## src/rtl/uart_rx_buf.sv

```systemverilog
`timescale 1ns/1ps
module uart_rx_buf #(
  parameter int DATA_W = 8,
  parameter int DEPTH  = 16,
  parameter int DIV_W  = 16
) (
  input  logic              clk,
  input  logic              rst_n,
  input  logic              rxd,
  input  logic [DIV_W-1:0]  baud_div,
  input  logic              fifo_en,
  input  logic              par_en,
  input  logic              par_odd,
  input  logic [1:0]        stop_sel,
  input  logic              pop,
  input  logic              ovr_clr,
  output logic [DATA_W-1:0] rd_data,
  output logic              rd_pe,
  output logic              rd_fe,
  output logic              rd_brk,
  output logic              rd_valid,
  output logic              overrun,
  output logic              irq
);
  localparam int AW = $clog2(DEPTH);
  localparam int CW = AW + 1;
  localparam int BW = (DATA_W > 1) ? $clog2(DATA_W) : 1;
  localparam int EW = DATA_W + 3;

  typedef enum logic [2:0] {S_IDLE, S_START, S_DATA, S_PAR, S_STOP, S_EXTRA, S_WAITHI} st_t;

  logic [1:0]        sync;
  logic [DIV_W-1:0]  divcnt;
  st_t               st;
  logic [3:0]        os;
  logic [BW-1:0]     bitn;
  logic [DATA_W-1:0] shreg;
  logic              pbit;
  logic [EW-1:0]     mem [DEPTH];
  logic [AW-1:0]     wp, rp;
  logic [CW-1:0]     cnt;
  logic              mode_q;

  wire              rx       = sync[1];
  wire [DIV_W-1:0]  div_last = (baud_div == '0) ? '0 : baud_div - 1'b1;
  wire              tick     = divcnt >= div_last;
  wire [3:0]        ext_last = (stop_sel == 2'd1) ? 4'd7 : 4'd15;
  wire              push_req = tick && st == S_STOP && os == 4'd15;
  wire              new_pe   = par_en & (^shreg ^ pbit ^ par_odd);
  wire              new_fe   = !rx;
  wire              new_brk  = !rx && shreg == '0 && !(par_en && pbit);
  wire [CW-1:0]     limit    = mode_q ? CW'(DEPTH) : CW'(1);
  wire              full     = cnt >= limit;
  wire              push_ok  = push_req && !full;
  wire              do_pop   = pop && cnt != '0;
  wire              mode_chg = fifo_en != mode_q;
  wire [EW-1:0]     head     = mem[rp];

  assign rd_valid = cnt != '0;
  assign rd_data  = head[DATA_W-1:0];
  assign rd_pe    = rd_valid & head[DATA_W];
  assign rd_fe    = rd_valid & head[DATA_W+1];
  assign rd_brk   = rd_valid & head[DATA_W+2];
  assign irq      = rd_valid;

  always_ff @(posedge clk or negedge rst_n)
    if (!rst_n) begin
      sync   <= 2'b11;
      divcnt <= '0;
    end else begin
      sync   <= {sync[0], rxd};
      divcnt <= tick ? '0 : divcnt + 1'b1;
    end

  always_ff @(posedge clk or negedge rst_n)
    if (!rst_n) begin
      st    <= S_IDLE;
      os    <= '0;
      bitn  <= '0;
      shreg <= '0;
      pbit  <= 1'b0;
    end else if (tick) begin
      case (st)
        S_IDLE: if (!rx) begin st <= S_START; os <= '0; end
        S_START:
          if (os == 4'd7) begin
            os   <= '0;
            bitn <= '0;
            st   <= rx ? S_IDLE : S_DATA;
          end else os <= os + 1'b1;
        S_DATA:
          if (os == 4'd15) begin
            os    <= '0;
            shreg <= {rx, shreg[DATA_W-1:1]};
            if (bitn == BW'(DATA_W-1)) st <= par_en ? S_PAR : S_STOP;
            else bitn <= bitn + 1'b1;
          end else os <= os + 1'b1;
        S_PAR:
          if (os == 4'd15) begin
            os   <= '0;
            pbit <= rx;
            st   <= S_STOP;
          end else os <= os + 1'b1;
        S_STOP:
          if (os == 4'd15) begin
            os <= '0;
            if (!rx)                  st <= S_WAITHI;
            else if (stop_sel == 2'd0) st <= S_IDLE;
            else                      st <= S_EXTRA;
          end else os <= os + 1'b1;
        S_EXTRA:
          if (os == ext_last) begin os <= '0; st <= S_IDLE; end
          else os <= os + 1'b1;
        S_WAITHI: if (rx) st <= S_IDLE;
        default: st <= S_IDLE;
      endcase
    end

  always_ff @(posedge clk or negedge rst_n)
    if (!rst_n) begin
      wp      <= '0;
      rp      <= '0;
      cnt     <= '0;
      mode_q  <= 1'b0;
      overrun <= 1'b0;
    end else begin
      mode_q <= fifo_en;
      if (mode_chg) begin
        wp  <= '0;
        rp  <= '0;
        cnt <= '0;
      end else begin
        if (push_ok) wp <= wp + 1'b1;
        if (do_pop)  rp <= rp + 1'b1;
        cnt <= cnt + CW'(push_ok) - CW'(do_pop);
      end
      if (push_req && full) overrun <= 1'b1;
      else if (ovr_clr)     overrun <= 1'b0;
    end

  always_ff @(posedge clk)
    if (push_ok && !mode_chg) mem[wp] <= {new_brk, new_fe, new_pe, shreg};

endmodule


```

## config.mk

```make
export PLATFORM = sky130hd
export DESIGN_NAME = uart_rx_buf
export DESIGN_NICKNAME = d
export VERILOG_FILES = /design/src/rtl/uart_rx_buf.sv
export SDC_FILE = /design/constraint.sdc
export NUM_CORES = 1
export LEC_CHECK = 0
export BUFFER_PORTS_ARGS = -buffer_cell sky130_fd_sc_hd__buf_2
export CAP_MARGIN = 40
export CORE_MARGIN = 5
export CORE_UTILIZATION = 55
export CTS_BUF_LIST = sky130_fd_sc_hd__clkbuf_2
export DETAILED_ROUTE_END_ITERATION = 12
export PLACE_DENSITY = 0.83
export REMOVE_ABC_BUFFERS = 1
export SLEW_MARGIN = 20
export SYNTH_ARGS = -nofsm -noshare
export SYNTH_HDL_FRONTEND = slang
export SYNTH_SLANG_ARGS = --single-unit
export TNS_END_PERCENT = 30
```

## constraint.sdc

```tcl
create_clock -name clk -period 3.6 [get_ports clk]
set_input_delay 0.18 -clock clk [delete_from_list [all_inputs] [get_ports clk]]
set_output_delay 0.18 -clock clk [all_outputs]
set_load 0.01 [all_outputs]
```

Word-level counts from Yosys, hierarchy flattened
Memory sizes are Yosys's and may differ from the RTL's.
Cells that the tools add are included.
{"block": "word_totals", "mem_count": 1, "ramBits": 176, "register_bits": 52, "output_inout_bits": 14}
{"block": "op_classes", "n_reduce_logical": 30, "addsub": 8, "n_eq_ne": 21, "order_cmp": 2, "n_bitwise": 6, "muxes": 35}
{"memory": "mem", "depth": 16, "width": 11, "read_ports": 1, "rd_ports_with_merged_regs": 0, "write_ports": 1, "line_no": "39", "source": "logic [EW-1:0] mem [DEPTH];"}
{"cell": "2-to-1 mux 3 bit", "n": 14}
{"cell": "2-to-1 mux 4 bit", "n": 9}
{"cell": "2-to-1 mux 16 bit", "n": 2}
{"cell": "case mux 3 bit (7 select lines)", "n": 1}
{"cell": "adder 16 x 1 -> 16 bit, second input constant", "n": 1}
{"cell": ">= comparator 16 bit", "n": 1}
{"cell": "zero test 16 bit", "n": 1}
{"cell": "!= test 2 bit, second input constant", "n": 8}
{"cell": "case mux 4 bit (4 select lines)", "n": 1}
{"cell": "subtractor 16 x 1 -> 16 bit, second input constant", "n": 1}
{"cell": "adder 4 x 1 -> 4 bit, second input constant", "n": 3}
{"cell": "equality test 3 bit, second input constant", "n": 4}
{"cell": "2-to-1 mux 5 bit", "n": 2}
{"cell": "logical AND 1 bit", "n": 9}
{"cell": "AND reduction 3 bit", "n": 3}
{"cell": "AND reduction 9 bit", "n": 1}
{"cell": "zero test 8 bit", "n": 1}
{"cell": "nonzero test 2 bit", "n": 4}
{"cell": "XOR reduction 8 bit", "n": 1}
{"cell": "equality test 3 x 2 -> 1 bit, second input constant", "n": 2}
{"cell": "case mux 3 bit (2 select lines)", "n": 1}
{"cell": "adder 5 x 1 -> 5 bit", "n": 1}
{"cell": ">= comparator 5 bit", "n": 1}
{"cell": "AND reduction 5 bit", "n": 1}
{"cell": "other kinds (19)", "n": 29}

Depth between registers and ports, before layout
Gate-level depths: netlist of run 1.
{"block": "logic_depth", "depth_word": 9, "depth_mapped": 23, "depth_no_buf": 22}

Worst setup path after synthesis of run 1
OpenSTA, ideal clock, no wires.
{"block": "synth_timing", "path_kind": "in2reg", "from": "input port baud_div[9]", "to": "register cnt[4]", "path_buffers": 0, "setup_slack_ns": -0.521, "path_stages": 22, "arrival_ns": 4.042, "required_ns": 3.522, "cell_sequence": "or4_4 -> nor4_2 -> nand2b_1 -> or3_1 -> nor3b_1 -> a21oi_1 -> ha_1 -> and4_1 -> o211ai_1 -> o32ai_2 -> o211a_1 -> inv_2 -> ha_1 -> inv_1 -> ha_1 -> inv_1 -> fa_1 -> nor2_1 -> nor2_1 -> nor2_1 -> or3_1 -> a21oi_1"}
{"block": "synth_between", "elab_chain_cells": 9, "elab_cells_between_ends": 10}
{"element": "start, declared", "line_no": "10", "source": "input logic [DIV_W-1:0] baud_div,"}
{"element": "subtractor 16 x 1 -> 16 bit / zero test 16 bit (equally long branches)", "line_no": "45", "source": "wire [DIV_W-1:0] div_last = (baud_div == '0) ? '0 : baud_div - 1'b1;"}
{"element": "2-to-1 mux 16 bit *", "line_no": "45"}
{"element": ">= comparator 16 bit *", "line_no": "46", "source": "wire tick = divcnt >= div_last;"}
{"element": "logical AND 1 bit * (2 in a row)", "line_no": "48", "source": "wire push_req = tick && st == S_STOP && os == 4'd15;"}
{"element": "logical AND 1 bit *", "line_no": "54", "source": "wire push_ok = push_req && !full;"}
{"element": "adder 5 x 1 -> 5 bit *", "line_no": "135", "source": "cnt <= cnt + CW'(push_ok) - CW'(do_pop);"}
{"element": "subtractor 5 x 1 -> 5 bit *", "line_no": "135"}
{"element": "2-to-1 mux 5 bit *", "line_no": "128", "source": "if (mode_chg) begin"}
{"element": "end signal, assigned", "line_no": "135"}
{"element": "end, declared", "line_no": "41", "source": "logic [CW-1:0] cnt;"}
Mark *: on every way between the ends. The rest lies on a longest branch, timed or not.
A chain may end at the register's enable or synchronous reset.

Worst setup path after layout of run 1
Ends and elaborated chain as after synthesis.

==> out/qor.yml, run 1 <==
period_share_pct: 99.69
yosys_warnings: 0
p_switching_w: 0.001923
synthesis.area_mm2: 0.01041
final_cell_mix: "edfxtp_1 (176), clkbuf_2 (75), buf_4 (62)"
num_vias: 6330
layout.cells.most_common: "edfxtp_1"
ys_async_sr_fraction_pct: 22.81
final_util_pct: 65.31
clock_skew_ns: 0.08165
netlist_instances: 664
via_per_inst: 5.739
crit_arrival_ns: 4.34
grt_overflow: 0
first_iter_violations: 404
synth_top_area_cell: "edfxtp_1"
detailed_place.area_mm2: 0.01147
wl_per_cell_um: 19.00
power_density_mw_per_mm2: 511.1
combinationalPowerShare_pct: 22.4
worst_slack_ns: 0.01102
core_area_mm2: 0.01871
relSlewSlack_pct: 49.38
ys_top_cells_by_area: "edfxtp_1 (51%), dfrtp_1 (12%), mux4_2 (12%)"
cp_num_buf_inv: 4
p_seq_share_pct: 51.0
yosysTopAreaCellShare_pct: 50.74
tns_ns: 0
setup_viol: 0
nNetsFinal: 893
p_leak_nw: 4.164
crit_fanout: 4
synth.avg_cell_area_um2: 15.69
rsz0062_at_grt: "true"
rows: 50
area_growth_pct: 17.30
worstSetupStartpointType: "primary input"
critPathTopFamily: "simple AND/OR/NAND/NOR gates"
p_int_w: 0.004321
drt_first_pass_iters: 5
min_period_ns: 3.589
max-cap-violations: 0
clockPowerShare_pct: 26.6
grt_first_pass_wirelength_um: 34150
synth_edf_count: 176
max_freq_ghz: 0.2786
crit_chain: "buf_2 -> or4_4 -> nor4_4 -> nand2b_1 -> or3_4 -> nor3b_2 -> a21oi_1 -> ha_1 -> and4_4 -> o211ai_1 -> o32ai_2 -> o211a_1 -> inv_2 -> ha_1 -> inv_1 -> ha_2 -> inv_1 -> fa_2 -> nor2_1 -> nor2_1 -> nor2_1 -> or3_1 -> a21oi_2"
cts.htree.levels: 2
drive_gt1_share_pct: 32.37
crit_type: "primary input to register"
synth-seq-cells: 228
cts.path.max_buffers: 3
hp-class: "primary input to register"
die-height_um: 147.6
port_buffers: 39
die_area_mm2: 0.02179
ant_nets: 0
synth.distinct_cells: 60
drcViolationCount: 0
insertion_delay_ns: 0.83
worst_pin_slew_ns: 0.7592
drv_slew: 0
final_hold_viol_count: 0
clock_sinks: 228
cp.required_ns: 4.35
status: "finished clean"
numCtsBuffers: 55
stdcell_area_mm2: 0.01222
nFillCells: 1289
fp.dieW_um: 147.6
hold_ws_ns: 0.2130
path_clk_slew_ns: 0.10
post-place-ws_ns: -0.8344
drt_wl_total_um: 20960
max-vdd-ir-drop_mv: 0.2778
cp_slowest_stage_delay_ns: 0.55
hpwl_um: 14600
crit_slowest_cell: "or4_4"
antenna_found_initial: 1
cts_tree: "built"
seq_area_frac_synth_pct: 63.26
power.share.switching_pct: 30.80
pin_count: 40
ys.flop_type: "edfxtp_1"
end_kind: "register"
crit_top_cell: "nor2_1"
root_buffer: "clkbuf_2"
globalRouteTotalUtil_pct: 19.86
r2r_slack_ns: 0.39
gp_congestion: 0.8941
first_global_vias: 6746
grt_max_degree: 34
initial_core_util_pct: 55.68
## Yosys cell counts, types with 3 or more instances
cell	number
a21o_1	3
dfrtp_1	50
o211ai_1	3
nor4_1	3
nor4b_1	3
a31oi_1	3
nor3_1	11
mux4_2	55
buf_2	4
nor3b_1	3
nand2_1	35
o21a_1	3
nor2b_1	6
edfxtp_1	176
buf_6	4
mux2i_1	13
or3_1	4
xnor2_1	18
buf_1	3
mux2_2	3
nand2b_1	3
nand3b_1	3
nand3_1	15
and2_1	5
a21oi_1	16
o31ai_1	4
ha_1	41
nor2_1	43
o21ai_0	10
inv_1	34
xor2_1	20
and3_1	23
clkbuf_1	12
## power by group through the flow
stage | clock, W | combinational (W) | sequential (W)
after floorplan | 0 | 0.000888 | 0.00325
after global placement | 0 | 0.00123 | 0.00326
after detailed placement | 0 | 0.00130 | 0.00328
after CTS | 0.00173 | 0.00132 | 0.00322
after global routing | 0.00187 | 0.00155 | 0.00322
final | 0.00166 | 0.00140 | 0.00318
## worst reg2reg max path, cell delays in order (launching register included)
cell	delay, ns
dfrtp_1	0.46
ha_1	0.33
and4_1	0.23
o211ai_1	0.12
o32ai_2	0.30
o211a_1	0.23
inv_2	0.05
ha_1	0.26
inv_1	0.04
ha_2	0.16
inv_1	0.07
fa_2	0.20
nor2_1	0.05
nor2_1	0.08
nor2_1	0.05
or3_1	0.36
a21oi_2	0.14
## cells by family (layout without fill, tap and decap cells)
family | after synthesis | in the layout | synth area share, %
other cells | 0 | 1 | 0
flops | 228 | 228 | 63.26
compound gates | 54 | 54 | 3.652
fa+ha+maj | 42 | 42 | 5.118
xor+xnor | 38 | 38 | 3.196
simple gates | 170 | 170 | 8.626
mux | 72 | 72 | 13.58
buf+inv | 60 | 264 | 2.571
## area by class of cell
| type | instances | area (um2) | share of cell area (%) |
|---|---|---|---|
| sequential | 228 | 6591 | 53.95 |
| multi-input combinational | 376 | 3602 | 29.49 |
| timing repair buffer | 129 | 1079 | 8.828 |
| clock buffer | 75 | 375.4 | 3.073 |
| tap | 234 | 292.8 | 2.397 |
| clock inverter | 25 | 142.6 | 1.168 |
| inverter | 35 | 131.4 | 1.075 |
| antenna | 1 | 2.502 | 0.02048 |
## worst paths after layout
kind / cells after the start / start / endpoint
max reg2reg: 16 / divcnt[9] / cnt[4]
min: 6 / par_odd / mem[11][8]
min in group asynchronous: 4 / rst_n / wp[1]
max in group asynchronous: 5 / rst_n / rp[0]
max: 23 / baud_div[9] / cnt[4]
min reg2reg: 0 / sync[0] / sync[1]
## metrics by stage
stage,total power (W),std cells
after floorplan,0.004143,639
after global placement,0.004492,982
after detailed placement,0.004581,984
after CTS,0.006266,1098
after global routing,0.006645,1103
final,0.006244,1103
## flip-flops by register name, summed over array words and instances, names as in the netlist
signal	cells
mem	176
divcnt	16
shreg	8
cnt	5
os	4
rp	4
wp	4
bitn	3
st	3
sync	2
mode_q	1
overrun	1
pbit	1
## repair_timing
action	in CTS	in global routing
resized for setup	0	9
hold buffers	14	0
hold endpoints to repair	101	0
setup buffers	0	2
endpoints found under the setup margin	0	1
## per-layer routing
layer / vias up / routed length (um) / track usage, %
li1: 2905 / - / -
met2: 212 / 10820 / 34.02
met5: - / 0 / 0
met3: 36 / 1297 / 3.709
met1: 3177 / 8473 / 25.99
met4: 0 / 361 / 6.198
(Power assumes the default switching activity.)
==> run 2, diff against run 1 <==
BUFFER_PORTS_ARGS = default   (was -buffer_cell sky130_fd_sc_hd__buf_2)
DONT_BUFFER_PORTS = 1   (was default)
PLACE_DENSITY = 0.81   (was 0.83)
==> run 2 against run 1 <==
Via count down 4.8%. Register-to-register slack improved by 0.06 ns. Clock power is 6% lower. Combinational power about the same. Hold slack worse by 0.11 ns. Sequential share of layout area up 1.8 points. Non-clock buffer count decreased by 61. Final area shrank 3.1%. Sequential cell count unchanged. Fmax grew 4.9%. Utilization fell by 2.1 points. Largest power group unchanged. Highest routed layer unchanged.
==> out/qor.yml, run 2 (synthesized netlist as in run 1, its figures left out) <==
drt_first_pass_iters: 4  # was 5
hpwl_um: 14370  # was 14,600 um
grt_max_degree: 51  # was 34
pin_count: 40  # unchanged
crit_slowest_cell: "or4_4"  # unchanged
core_area_mm2: 0.01871  # unchanged
worst_r2r_path_depth: 17  # was 16
antenna_found_initial: 1  # unchanged
critPathTopFamily: "simple AND/OR/NAND/NOR gates"  # unchanged
final_hold_viol_count: 0  # unchanged
cts.htree.levels: 2  # unchanged
top_register: "mem"  # unchanged
fp.dieW_um: 147.6  # unchanged
grt_first_pass_wirelength_um: 33930  # was 34,150 um
crit_top_cell: "nor2_1"  # unchanged
power_density_mw_per_mm2: 512.0  # was 511.1 mW/mm2
end_kind: "register"  # unchanged
gp_congestion: 0.8366  # was 0.8941
post-place-ws_ns: -0.7378  # was -0.8344 ns
cp_slowest_stage_delay_ns: 0.54  # was 0.55 ns
worstSetupStartpointType: "primary input"  # unchanged
relSlewSlack_pct: 50.49  # was 49.38%
grt_overflow: 0  # unchanged
wl_per_cell_um: 19.83  # was 19.00 um
nFillCells: 1324  # was 1,289
max-vdd-ir-drop_mv: 0.3773  # was 0.2778 mV
p_leak_nw: 3.891  # was 4.164 nW
num_vias: 6026  # was 6,330
finalPower_w: 0.006059  # was 0.006244 W
max_freq_ghz: 0.2923  # was 0.2786 GHz
crit_type: "primary input to register"  # unchanged
cts_tree: "built"  # unchanged
detailed_place.area_mm2: 0.01109  # was 0.01147 mm2
clock_sinks: 228  # unchanged
first_global_vias: 6546  # was 6,746
worst_slack_ns: 0.1792  # was 0.01102 ns
period_share_pct: 95.02  # was 99.69%
die-height_um: 147.6  # unchanged
stdcell_area_mm2: 0.01183  # was 0.01222 mm2
worst_pin_slew_ns: 0.7427  # was 0.7592 ns
fin_cells: 1046  # was 1,103
largest_reg_flops: 176  # unchanged
status: "finished clean"  # unchanged
area_growth_pct: 13.61  # was 17.30%
ant_nets: 0  # unchanged
reg_top3: "mem x176, divcnt x16, shreg x8"  # unchanged
drcViolationCount: 0  # unchanged
setup_viol: 0  # unchanged
via_per_inst: 5.761  # was 5.739
crit_fanout: 4  # unchanged
die_area_mm2: 0.02179  # unchanged
first_iter_violations: 335  # was 404
initial_core_util_pct: 55.68  # unchanged
min_period_ns: 3.421  # was 3.589 ns
layout.cells.most_common: "edfxtp_1"  # unchanged
root_buffer: "clkbuf_2"  # unchanged
drive_gt1_share_pct: 26.51  # was 32.37%
rows: 50  # unchanged
worst-path-stages: 22  # was 23
clock_skew_ns: 0.08575  # was 0.08165 ns
insertion_delay_ns: 0.84  # was 0.83 ns
globalRouteTotalUtil_pct: 19.72  # was 19.86%
cp_num_buf_inv: 3  # was 4
numCtsBuffers: 56  # was 55
drv_slew: 0  # unchanged
nNetsFinal: 833  # was 893
worstHoldPathCells: 5  # was 6
cts.path.max_buffers: 3  # unchanged
drt_wl_total_um: 20740  # was 20,960 um
port_buffers: 0  # was 39
hp-class: "primary input to register"  # unchanged
crit_chain: "or4_4 -> nor4_4 -> nand2b_1 -> or3_4 -> nor3b_2 -> a21oi_1 -> ha_1 -> and4_4 -> o211ai_1 -> o32ai_2 -> o211a_1 -> inv_2 -> ha_1 -> inv_1 -> ha_2 -> inv_2 -> fa_2 -> nor2_1 -> nor2_1 -> nor2_1 -> or3_1 -> a21oi_2"  # was buf_2 -> or4_4 -> nor4_4 -> nand2b_1 -> or3_4 -> nor3b_2 -> a21oi_1 -> ha_1 -> and4_4 -> o211ai_1 -> o32ai_2 -> o211a_1 -> inv_2 -> ha_1 -> inv_1 -> ha_2 -> inv_1 -> fa_2 -> nor2_1 -> nor2_1 -> nor2_1 -> or3_1 -> a21oi_2
path_clk_slew_ns: 0.11  # was 0.10 ns
crit_arrival_ns: 4.14  # was 4.34 ns
dpl.cell_count: 925  # was 984
max-cap-violations: 0  # unchanged
cp.required_ns: 4.32  # was 4.35 ns
final_cell_mix: "edfxtp_1 (176), clkbuf_2 (69), mux4_2 (55)"  # was edfxtp_1 (176), clkbuf_2 (75), buf_4 (62)
-- run 2: changes by cell type in the layout (fill, tap and decap cells not counted), sizes merged --
cell | previous run | this run
bufinv | 1 | 0
clkbuf | 75 | 69
buf | 115 | 55
clkinv | 22 | 33
dlygate4sd3 | 14 | 13
-- run 2: worst min-delay path, delay by kind of cell --
kind          cells  cell delay [ns]
simple gates      1             0.04
buf+inv           1             0.18
xor+xnor          3             0.35
-- run 2: worst paths after layout --
| check | from | endpoint | slack (ns) |
|---|---|---|---|
| max | baud_div[9] | cnt[4] | 0.18 |
| min | par_odd | mem[6][8] | 0.11 |
| max reg2reg | divcnt[0] | cnt[4] | 0.45 |
| min reg2reg | sync[0] | sync[1] | 0.36 |
| max in group asynchronous | rst_n | shreg[5] | 2.75 |
| min in group asynchronous | rst_n | rp[2] | 0.54 |
-- run 2: area by class of cell --
type / count / area, um2 / share of cell area [%]
timing repair buffer: 68 / 708.2 / 5.985
inverter: 35 / 131.4 / 1.110
tap: 234 / 292.8 / 2.474
antenna: 1 / 2.502 / 0.02115
clock buffer: 69 / 345.3 / 2.918
clock inverter: 35 / 145.1 / 1.227
sequential: 228 / 6591 / 55.70
multi-input combinational: 376 / 3616 / 30.56
-- run 2: routing by layer --
metal	vias to the layer above	wire [um]	share of wire, %	GRT usage, %
met5	-	0	0	0
met4	0	400	1.9	6.617
met3	26	1276	6.2	4.476
met2	190	10620	51	33.77
met1	3033	8441	41	25.09
li1	2777	-	-	-
-- run 2: metrics by stage --
stage          util (%)  hold WS (ns)  TNS [ns]
4_1_cts           62.92       0.03450         0
2_1_floorplan         -       -0.1156    -24.44
6_report          63.26        0.1066         0
5_1_grt           63.26       0.07685  -0.01910
3_5_place_dp      59.30       -0.1141    -12.23
3_3_place_gp      59.30       -0.1139    -1.458
-- run 2: what timing repair did --
action                     4_1_cts  5_1_grt
setup buffers                    0        0
hold endpoints to repair       104        0
hold buffers                    15        0
setup endpoints to repair        0        2
gates resized for setup          0       11
-- run 2: where the power goes --
part	internal (W)	switching (W)	leakage [nW]	total [W]
combinational	0.000655	0.000717	1.79	0.00137
clock	0.000555	0.00101	0.357	0.00156
sequential	0.00294	0.000190	1.75	0.00313
total	0.00415	0.00191	3.89	0.00606
==> run 3, diff against run 2 <==
RECOVER_POWER = 25   (was default)
==> run 3 against run 2 <==
Critical endpoint unchanged. Largest power group unchanged. Final cell count unchanged. Setup slack better by 0.0032 ns. Fmax about the same.
==> out/qor.yml, run 3 (synthesized netlist as in run 1, its figures left out) <==
crit_arrival_ns: 4.14  # about the same
num_vias: 6044  # was 6,026
first_global_vias: 6546  # unchanged
cts.htree.levels: 2  # unchanged
max-cap-violations: 0  # unchanged
max-vdd-ir-drop_mv: 0.3784  # was 0.3773 mV
p_leak_nw: 3.879  # was 3.891 nW
holdPathEnd: "mem[6][8]"  # unchanged
cts_setup_buffers: 0  # unchanged
worstSetupStartpointType: "primary input"  # unchanged
end_kind: "register"  # unchanged
drt_wl_total_um: 20760  # was 20,740 um
post-place-ws_ns: -0.7378  # unchanged
power_density_mw_per_mm2: 513.1  # was 512.0 mW/mm2
worst_pin_slew_ns: 0.7399  # was 0.7427 ns
root_buffer: "clkbuf_2"  # unchanged
cp.required_ns: 4.32  # about the same
clock_sinks: 228  # unchanged
drcViolationCount: 0  # unchanged
r2r_start: "divcnt[0]"  # unchanged
detailed_place.area_mm2: 0.01109  # unchanged
first_iter_violations: 328  # was 335
drive_gt1_share_pct: 26.39  # was 26.51%
gp_congestion: 0.8366  # unchanged
finalPower_w: 0.006059  # about the same
cts_tree: "built"  # unchanged
port_buffers: 0  # unchanged
worst_r2r_path_depth: 17  # unchanged
crit_fanout: 4  # unchanged
nNetsFinal: 833  # unchanged
tns_ns: 0  # unchanged
globalRouteTotalUtil_pct: 19.72  # unchanged
crit_type: "primary input to register"  # unchanged
period_share_pct: 94.93  # was 95.02%
worst_slack_ns: 0.1824  # was 0.1792 ns
hpwl_um: 14370  # unchanged
layout.cells.most_common: "edfxtp_1"  # unchanged
reg_top3: "mem x176, divcnt x16, shreg x8"  # unchanged
antenna_found_initial: 1  # unchanged
via_per_inst: 5.778  # was 5.761
wl_per_cell_um: 19.85  # was 19.83 um
r2r_slack_ns: 0.46  # was 0.45 ns
final_cell_mix: "edfxtp_1 (176), clkbuf_2 (69), mux4_2 (55)"  # unchanged
clock_skew_ns: 0.09157  # was 0.08575 ns
fp.dieW_um: 147.6  # unchanged
status: "finished clean"  # unchanged
hp-start: "par_odd"  # unchanged
drt_first_pass_iters: 4  # unchanged
grt_overflow: 0  # unchanged
pin_count: 40  # unchanged
numCtsBuffers: 56  # unchanged
grt_max_degree: 51  # unchanged
initial_core_util_pct: 55.68  # unchanged
rows: 50  # unchanged
die_area_mm2: 0.02179  # unchanged
stdcell_area_mm2: 0.01181  # was 0.01183 mm2
relSlewSlack_pct: 50.68  # was 50.49%
max_freq_ghz: 0.2926  # was 0.2923 GHz
die-height_um: 147.6  # unchanged
nFillCells: 1326  # was 1,324
grt_first_pass_wirelength_um: 33930  # unchanged
path_clk_slew_ns: 0.11  # about the same
ant_nets: 0  # unchanged
largest_reg_flops: 176  # unchanged
core_area_mm2: 0.01871  # unchanged
min_period_ns: 3.418  # was 3.421 ns
hp-class: "primary input to register"  # unchanged
setup_viol: 0  # unchanged
insertion_delay_ns: 0.84  # about the same
worstHoldPathCells: 5  # unchanged
cts.path.max_buffers: 3  # unchanged
r2r_end: "cnt[4]"  # unchanged
area_growth_pct: 13.38  # was 13.61%
top_register: "mem"  # unchanged
drv_slew: 0  # unchanged
final_hold_viol_count: 0  # unchanged
-- run 3: changes by cell type in the layout (fill, tap and decap cells not counted) --
cell	change
buf_16	-1
clkbuf_1	+1
-- run 3: metrics by stage --
step / utilization (%) / cells / hold slack, ns
4_1_cts: 62.92 / 1044 / 0.03450
5_1_grt: 63.13 / 1046 / 0.07685
3_5_place_dp: 59.30 / 925 / -0.1141
6_report: 63.13 / 1046 / 0.1037
2_1_floorplan: - / 639 / -0.1156
3_3_place_gp: 59.30 / 925 / -0.1139
-- run 3: area by class of cell --
type | count | area, um2 | area share (%)
Antenna cell | 1 | 2.502 | 0.02119
Timing Repair Buffer | 68 | 684.4 | 5.796
Clock buffer | 69 | 345.3 | 2.924
Tap cell | 234 | 292.8 | 2.479
Clock inverter | 35 | 145.1 | 1.229
Inverter | 35 | 131.4 | 1.113
Multi-Input combinational cell | 376 | 3616 | 30.62
Sequential cell | 228 | 6591 | 55.82
-- run 3: worst max-delay path: stages --
cell and delay (ns):
or4_4 0.54, nor4_4 0.18, nand2b_1 0.11, or3_4 0.34
nor3b_2 0.16, a21oi_1 0.07, ha_1 0.30, and4_4 0.24
o211ai_1 0.10, o32ai_2 0.25, o211a_1 0.22, inv_2 0.05
ha_1 0.27, inv_1 0.04, ha_2 0.17, inv_2 0.05
fa_2 0.20, nor2_1 0.05, nor2_1 0.09, nor2_1 0.05
or3_1 0.36, a21oi_2 0.14
-- run 3: repair_timing --
item / in CTS / in global routing
hold buffers: 15 / 0
endpoints found under the hold margin: 104 / 0
endpoints found under the setup margin: 0 / 2
gates resized for setup: 0 / 11
-- run 3: where the power goes --
part	total [W]	switching, W	internal (W)
clock	0.00156	0.00101	0.000555
combinational	0.00137	0.000716	0.000652
sequential	0.00313	0.000191	0.00294
total	0.00606	0.00191	0.00414
-- run 3: worst max-delay path by stage --
| stage | startpoint | end | slack (ns) | depth (start not counted) |
|---|---|---|---|---|
| detailed placement | baud_div[9] | cnt[4] | -0.74 | 22 |
| finish | baud_div[9] | cnt[4] | 0.18 | 22 |
| CTS | baud_div[9] | cnt[4] | 0.11 | 22 |
| global placement | baud_div[9] | cnt[4] | -0.55 | 22 |
| floorplan | baud_div[9] | cnt[4] | -0.80 | 22 |
| global route | baud_div[9] | cnt[4] | -0.02 | 22 |
-- run 3: metal layers --
layer	vias up	track usage (%)	wire length [um]
met4	0	6.617	301
li1	2781	-	-
met1	3046	25.09	8498
met3	23	4.476	1212
met5	-	0	0
met2	194	33.77	10750
